<file path="config.mk">
export PLATFORM = sky130hd
export DESIGN_NAME = i2c_unstick
export DESIGN_NICKNAME = d
export VERILOG_FILES = /design/src/rtl/i2c_unstick_pkg.sv /design/src/rtl/i2c_unstick_dp.sv /design/src/rtl/i2c_unstick_ctrl.sv /design/src/rtl/i2c_unstick.sv
export SDC_FILE = /design/constraint.sdc
export NUM_CORES = 1
export LEC_CHECK = 0
export ABC_AREA = 1
export BUFFER_PORTS_ARGS = -buffer_cell sky130_fd_sc_hd__buf_4
export CORE_MARGIN = 2
export CORE_UTILIZATION = 50
export CTS_BUF_LIST = sky130_fd_sc_hd__clkbuf_16
export DETAILED_ROUTE_END_ITERATION = 12
export GPL_ROUTABILITY_DRIVEN = 1
export PLACE_DENSITY = 0.68
export SKIP_LAST_GASP = 1
export SYNTH_ARGS = -nofsm -noshare
export SYNTH_HDL_FRONTEND = slang
export SYNTH_SLANG_ARGS = --single-unit
export TNS_END_PERCENT = 50
</file>
<file path="constraint.sdc">
create_clock -name clk -period 2.6 [get_ports clk]
set_input_delay 0.52 -clock clk [delete_from_list [all_inputs] [get_ports clk]]
set_output_delay 0.52 -clock clk [all_outputs]
set_load 0.02 [all_outputs]
</file>
<file path="src/rtl/i2c_unstick_pkg.sv">
package i2c_unstick_pkg;

  // strobes from the sequencer to the datapath
  typedef struct packed {
    logic loadTimer;   // reload the half-period timer
    logic clrCount;    // clear the pulse counter
    logic incCount;    // one more pulse issued
  } seqStrobe_t;

  typedef enum logic [2:0] {
    ST_IDLE,
    ST_CHECK,
    ST_LOW,
    ST_HIGH,
    ST_FINISH
  } seqState_t;

endpackage

</file>
<file path="src/rtl/i2c_unstick_dp.sv">
module i2c_unstick_dp
  import i2c_unstick_pkg::*;
#(
  parameter int HP_W       = 16,
  parameter int MAX_PULSES = 200,
  parameter int CNT_W      = $clog2(MAX_PULSES + 1)
) (
  input  logic             clk,
  input  logic             rstN,
  input  seqStrobe_t       strb,
  input  logic [HP_W-1:0]  halfPeriod,
  output logic             timerDone,
  output logic             atLimit,
  output logic [CNT_W-1:0] pulseCount
);

  localparam logic [CNT_W-1:0] LIMIT = CNT_W'(MAX_PULSES);

  logic [HP_W-1:0] timer;
  logic [HP_W-1:0] loadVal;

  // a zero half period is stretched to one cycle
  assign loadVal = (halfPeriod == '0) ? HP_W'(1) : halfPeriod;

  always_ff @(posedge clk or negedge rstN) begin
    if (!rstN) begin
      timer <= HP_W'(1);
    end else if (strb.loadTimer) begin
      timer <= loadVal;
    end else if (timer > HP_W'(1)) begin
      timer <= timer - HP_W'(1);
    end
  end

  assign timerDone = (timer <= HP_W'(1));

  always_ff @(posedge clk or negedge rstN) begin
    if (!rstN) begin
      pulseCount <= '0;
    end else if (strb.clrCount) begin
      pulseCount <= '0;
    end else if (strb.incCount) begin
      pulseCount <= pulseCount + CNT_W'(1);
    end
  end

  assign atLimit = (pulseCount == LIMIT);

endmodule

</file>
<file path="src/rtl/i2c_unstick_ctrl.sv">
module i2c_unstick_ctrl
  import i2c_unstick_pkg::*;
(
  input  logic       clk,
  input  logic       rstN,
  input  logic       startStb,
  input  logic       sclIn,
  input  logic       sdaIn,
  input  logic       timerDone,
  input  logic       atLimit,
  output seqStrobe_t strb,
  output logic       sclDriveLow,
  output logic       pinOwn,
  output logic       done,
  output logic       fail
);

  seqState_t state, stateNext;
  logic      busQuiet;
  logic      failSet;
  logic      accept;

  assign busQuiet = sclIn & sdaIn;
  assign accept   = (state == ST_IDLE) & startStb;

  always_comb begin
    stateNext = state;
    strb      = '0;
    failSet   = 1'b0;
    unique case (state)
      ST_IDLE: begin
        if (startStb) begin
          stateNext     = ST_CHECK;
          strb.clrCount = 1'b1;
        end
      end
      ST_CHECK: begin
        // quiet wins over the limit when both hold
        if (busQuiet) begin
          stateNext = ST_FINISH;
        end else if (atLimit) begin
          stateNext = ST_FINISH;
          failSet   = 1'b1;
        end else begin
          stateNext      = ST_LOW;
          strb.loadTimer = 1'b1;
          strb.incCount  = 1'b1;
        end
      end
      ST_LOW: begin
        if (timerDone) begin
          stateNext      = ST_HIGH;
          strb.loadTimer = 1'b1;
        end
      end
      ST_HIGH: begin
        if (timerDone) stateNext = ST_CHECK;
      end
      ST_FINISH: stateNext = ST_IDLE;
      default:   stateNext = ST_IDLE;
    endcase
  end

  always_ff @(posedge clk or negedge rstN) begin
    if (!rstN) begin
      state <= ST_IDLE;
      fail  <= 1'b0;
    end else begin
      state <= stateNext;
      if (accept)       fail <= 1'b0;
      else if (failSet) fail <= 1'b1;
    end
  end

  assign sclDriveLow = (state == ST_LOW);
  assign pinOwn      = (state == ST_CHECK) | (state == ST_LOW) | (state == ST_HIGH);
  assign done        = (state == ST_FINISH);

endmodule

</file>
<file path="src/rtl/i2c_unstick.sv">
module i2c_unstick
  import i2c_unstick_pkg::*;
#(
  parameter int HP_W       = 16,
  parameter int MAX_PULSES = 200,
  localparam int CNT_W     = $clog2(MAX_PULSES + 1)
) (
  input  logic             clk,
  input  logic             rstN,
  input  logic             startStb,
  input  logic             sclIn,
  input  logic             sdaIn,
  input  logic [HP_W-1:0]  halfPeriod,
  output logic             sclDriveLow,
  output logic             pinOwn,
  output logic             done,
  output logic             fail,
  output logic [CNT_W-1:0] pulseCount
);

  seqStrobe_t strb;
  logic       timerDone;
  logic       atLimit;

  i2c_unstick_ctrl u_ctrl (
    .clk        (clk),
    .rstN       (rstN),
    .startStb   (startStb),
    .sclIn      (sclIn),
    .sdaIn      (sdaIn),
    .timerDone  (timerDone),
    .atLimit    (atLimit),
    .strb       (strb),
    .sclDriveLow(sclDriveLow),
    .pinOwn     (pinOwn),
    .done       (done),
    .fail       (fail)
  );

  i2c_unstick_dp #(
    .HP_W      (HP_W),
    .MAX_PULSES(MAX_PULSES),
    .CNT_W     (CNT_W)
  ) u_dp (
    .clk       (clk),
    .rstN      (rstN),
    .strb      (strb),
    .halfPeriod(halfPeriod),
    .timerDone (timerDone),
    .atLimit   (atLimit),
    .pulseCount(pulseCount)
  );

endmodule

</file>
### Word level (Yosys, flattened, before mapping)

Index checks and enable logic that the tools add are counted.

| operators by class | value |
|---|---|
| bitwise logic cells | 4 |
| muxes and demuxes | 23 |
| eq/ne operators | 8 |
| reductions and logical operators | 6 |
| $add $sub $neg | 2 |
| order comparisons | 2 |

Operators by type and width:

| cell | number |
|---|---|
| $mux W16 | 3 |
| $gt A16 B1 Y1 const B | 1 |
| $le A16 B1 Y1 const B | 1 |
| $logic_not A16 Y1 | 1 |
| $mux W8 | 2 |
| $sub A16 B1 Y16 const B | 1 |
| $mux W3 | 5 |
| $pmux W3 S4 | 1 |
| $mux W1 | 11 |
| $add A8 B1 Y8 const B | 1 |
| $eq A8 B8 Y1 const B | 1 |
| $eq A3 B2 Y1 const B | 2 |
| $reduce_bool A2 Y1 | 3 |
| $ne A2 B2 Y1 const B | 2 |
| $eq A3 B1 Y1 const B | 1 |
| $eq A3 B3 Y1 const B | 1 |
| $logic_not A3 Y1 | 1 |
| $reduce_and A3 Y1 | 1 |
| $and A1 B1 Y1 | 2 |
| $ne A2 B1 Y1 const B | 1 |
| $or A1 B1 Y1 | 2 |
| $pmux W1 S2 | 1 |

| word-level totals | value |
|---|---|
| output and inout port bits | 12 |
| logic and storage cells | 49 |
| register bits after elaboration | 28 |

### Longest topological paths before layout

| logic depth | value |
|---|---|
| depth in word-level cells | 6 |
| depth in mapped cells | 13 |
| gate-level depth less buffers | 12 |

### Modules after synthesis

A second synthesis with hierarchy kept.

| unflattened totals | value |
|---|---|
| cell total of the unflattened synthesis | 283 |
| area, all modules | 1900.6 um^2 |

By module, submodules not included:

| module | cells an instance | times used | seq. area each (um^2) | area each (um^2) |
|---|---|---|---|---|
| i2c_unstick_dp | 248 | 1 | 601.8 | 1650.3 |
| i2c_unstick_ctrl | 35 | 1 | 100.1 | 250.2 |

### Least setup slack after synthesis

Ideal clock, no wire load.

| timing | value |
|---|---|
| path type | register to register |
| from | reg u_dp.timer[0] |
| to | reg u_dp.timer[13] |
| data arrival time | 1538 ps |
| stages on the path, launching flop included | 14 |
| data required time | 2487 ps |
| path slack | 949 ps |
| library setup time | 113 ps |
| period minus slack after synthesis | 1651 ps |
| path through | dfstp_2 inv_1 ha_1 inv_1 nand2_1 nand2_1 nor2_4 nand2_4 nand2_8 nand2_8 buf_12 nand2_1 nand2_1 inv_1 |

| between the ends | value |
|---|---|
| cells in the longest elaborated chain, start to end | 4 |
| elaborated cells between the ends (all ways) | 8 |
| classes of those cells | 1 x add/sub; 2 x order compare; 4 x mux; 1 x reduce/logical |

Ends and longest elaborated chain:

| element | RTL line | source |
|---|---|---|
| from (decl) | i2c_unstick_dp.sv:19 | `logic [HP_W-1:0] timer;` |
| from (signal assigned) | i2c_unstick_dp.sv:29 | `timer <= loadVal;` |
| from (signal assigned) | i2c_unstick_dp.sv:31 | `timer <= timer - HP_W'(1);` |
| $le A16 B1 Y1 | i2c_unstick_dp.sv:35 | `assign timerDone = (timer <= HP_W'(1));` |
| $mux W1 | i2c_unstick_ctrl.sv:51 | `if (timerDone) begin` |
| $pmux W1 S2 | i2c_unstick_ctrl.sv:30 | `unique case (state)` |
| $mux W16 or $reduce_bool A2 Y1 (tied branches) | -- |  |

Several ways; a longest one is shown, not always the timed one. The select of a mux whose other input is x is not followed.
A chain may end at the register's enable or synchronous reset.

### Final worst setup path

| timing | value |
|---|---|
| from | reg u_dp.timer[0] |
| to | reg u_dp.timer[5] |

Same word-level chain as after synthesis.

==> flow_summary.toml <==
[outcome]
status = "finished, final reports clean"

[yosys]
ys_ff_latch = 28
avgSynthCellArea_um2 = 7.23
synthDistinctLibCells = 28
synth_top_family_by_area = "simple AND/OR/NAND/NOR gates"
synthXorXnorAreaFrac_pct = 5.34
synth_seq_area_share_pct = 35.7
yosys_warnings = 0
synth-compound-area-share_pct = 7.95
yosys.area_share.adder_pct = 2.54
syn_nets = 297
muxShareOfSynthArea_pct = 0
syn_area_um2 = 1970
synth_simple_gate_area_share_pct = 40.8
postSynthCellCount = 272

[detailed_routing]
drt-initial-drc-count = 100
ant_nets = 0
routed_via_density = 5.01
drc = 0
first_pass_iters = 4
wl_per_cell_um = 12.5
wl_um = 4440
route.vias.total = 1779

[finish]
nets = 333
n_fill_cell = 371
num_antenna_cells = 0
synthToLayoutAreaGrowth_pct = 18.3
mostFrequentLayoutCells = "69 x nand2_1, 49 x nor2_1, 32 x buf_4"
final_common_cell = "nand2_1"
final_util_pct = 62.6
drive_gt1_share_pct = 21.2

[worst_setup_path]
cp-end-kind = "flop"
rr_endpoint = "u_dp.timer[5]"
reg2regPathDepth = 12
worst-r2r-setup-slack_ns = 0.85
required_ns = 2.76
cp_max_fo = 18
start_kind = "flop"
r2r_start = "u_dp.timer[0]"
crit_type = "reg2reg"
cp.arrival_ns = 1.91

[power_and_ir_drop]
vdd_drop_max_v = 0.000549
power_density_nw_per_um2 = 897
power_leakage_nw = 1.18
total_power_mw = 2.09

[global_route]
antenna_found_initial = 0
track_usage_pct = 22.2
overflow = 0
grt_pass1_vias = 1632
grt_max_degree = 29
grt_pass1_wl_um = 7420

[floorplanning]
start_util_pct = 52.9
io-pin-count = 33
dieArea_um2 = 4450
rows = 22
fp.dieH_um = 66.7
die_width_um = 66.7
core_um2 = 3720

[place]
dp_hpwl_um = 3390
portBuffers = 32
gp_congestion = 0.828

[clocking]
cts_tree = "done"
hold_buffers = 0
htree_levels = 1
root_buffer = "clkbuf_16"
numCtsBuffers = 3
cts_setup_buffers = 0
cts.repair.resized = 0
clk_pin_slew_ns = 0.07
clk_latency_ns = 0.27
cts_num_sinks = 28
clockBufferDepth = 2

[sta]
fin_skew_ns = 0.00788
slew_viol_final = 0
period_needed_ns = 1.75
setup-tns-final_ns = 0
rsz0062_at_grt = "no"
fmax_ghz = 0.571
fin_crit_sh_pct = 67.4
worstMarginPinSlew_ns = 0.474
hold_violations = 0
setup_viol = 0
relSlewSlack_pct = 68.3

[worst_hold_path]
min_path_type = "in2async"

[run]
maxCapViolations = 0
## kinds of logic after synthesis
kind of cell    count (synthesis)
compound gates                 28
xor+xnor                       12
fa+ha+maj                       4
buf+inv                        36
flops                          28
simple gates                  164
## worst max-delay path by stage
stage | startpoint | end | slack (ns) | depth (start not counted)
after global placement | u_dp.timer[0] | u_dp.timer[5] | 0.91 | 12
after global routing | u_dp.timer[0] | u_dp.timer[0] | 0.69 | 12
after CTS | u_dp.timer[0] | u_dp.timer[5] | 0.85 | 12
after detailed placement | u_dp.timer[0] | u_dp.timer[5] | 0.85 | 12
final | u_dp.timer[0] | u_dp.timer[5] | 0.85 | 12
after floorplan | u_dp.timer[0] | u_dp.timer[13] | 0.95 | 13
## power breakdown
group	switching, mW	internal, mW
clock network	0.156	0.207
logic	0.545	0.369
registers	0.190	0.621
total	0.891	1.20
## critical path, cell delays in order (launching register included)
cell and delay, ns:
dfstp_2 0.57, inv_1 0.06, ha_1 0.23, inv_1 0.06, nand2_1 0.05, nand2_1 0.10
nor2_4 0.05, nand2_4 0.11, nand2_8 0.09, nand2_8 0.14, nand2_1 0.06, o21ai_0 0.07
nor2_1 0.05
## sequential cells by signal (all words and copies together) (netlist names)
name and count:
u_dp.timer 16, u_dp.pulseCount 8, u_ctrl.state 3, u_ctrl.fail 1
## area by class of cell
| class | count | area [um^2] | area share [%] |
|---|---|---|---|
| Clock buffer | 3 | 75.1 | 3.23 |
| Clock inverter | 1 | 3.75 | 0.161 |
| Inverter | 35 | 131 | 5.65 |
| Multi-Input combinational cell | 208 | 1110 | 47.9 |
| Sequential cell | 28 | 702 | 30.2 |
| Tap cell | 48 | 60.1 | 2.58 |
| Timing Repair Buffer | 32 | 240 | 10.3 |
## through the flow
stage / std cells / worst slack, ns / area, um^2 / hold slack, ns
after floorplan: 272 / 0.949 / 1970 / 0.224
after global placement: 351 / 0.907 / 2250 / 0.469
after detailed placement: 351 / 0.853 / 2250 / 0.474
after CTS: 355 / 0.845 / 2330 / 0.187
after global routing: 355 / 0.693 / 2330 / 0.202
final: 355 / 0.848 / 2330 / 0.170
## per-layer routing
metal | GRT usage [%] | routed length (um)
met1 | 33.1 | 2350
met2 | 32.9 | 1900
met3 | 3.04 | 122
met4 | 7.14 | 55
met5 | 0 | 0
## synth_stat cells, drive strengths merged
cell type / instances / area share (%)
nand2: 81 / 20
xnor2: 3 / 1.3
ha: 4 / 2.5
buf: 1 / 1.0
dfstp: 1 / 1.3
and2: 1 / 0.32
nand3: 18 / 5.2
nor3: 3 / 0.76
xor2: 9 / 4.0
o21a: 1 / 0.38
o21ai: 18 / 4.8
inv: 35 / 6.7
nor2: 56 / 13
nand4: 4 / 1.3
a21oi: 8 / 2.4
a21boi: 1 / 0.38
nand3b: 1 / 0.38
dfrtp: 27 / 34
No activity file was read; power rests on OpenSTA's default activity.
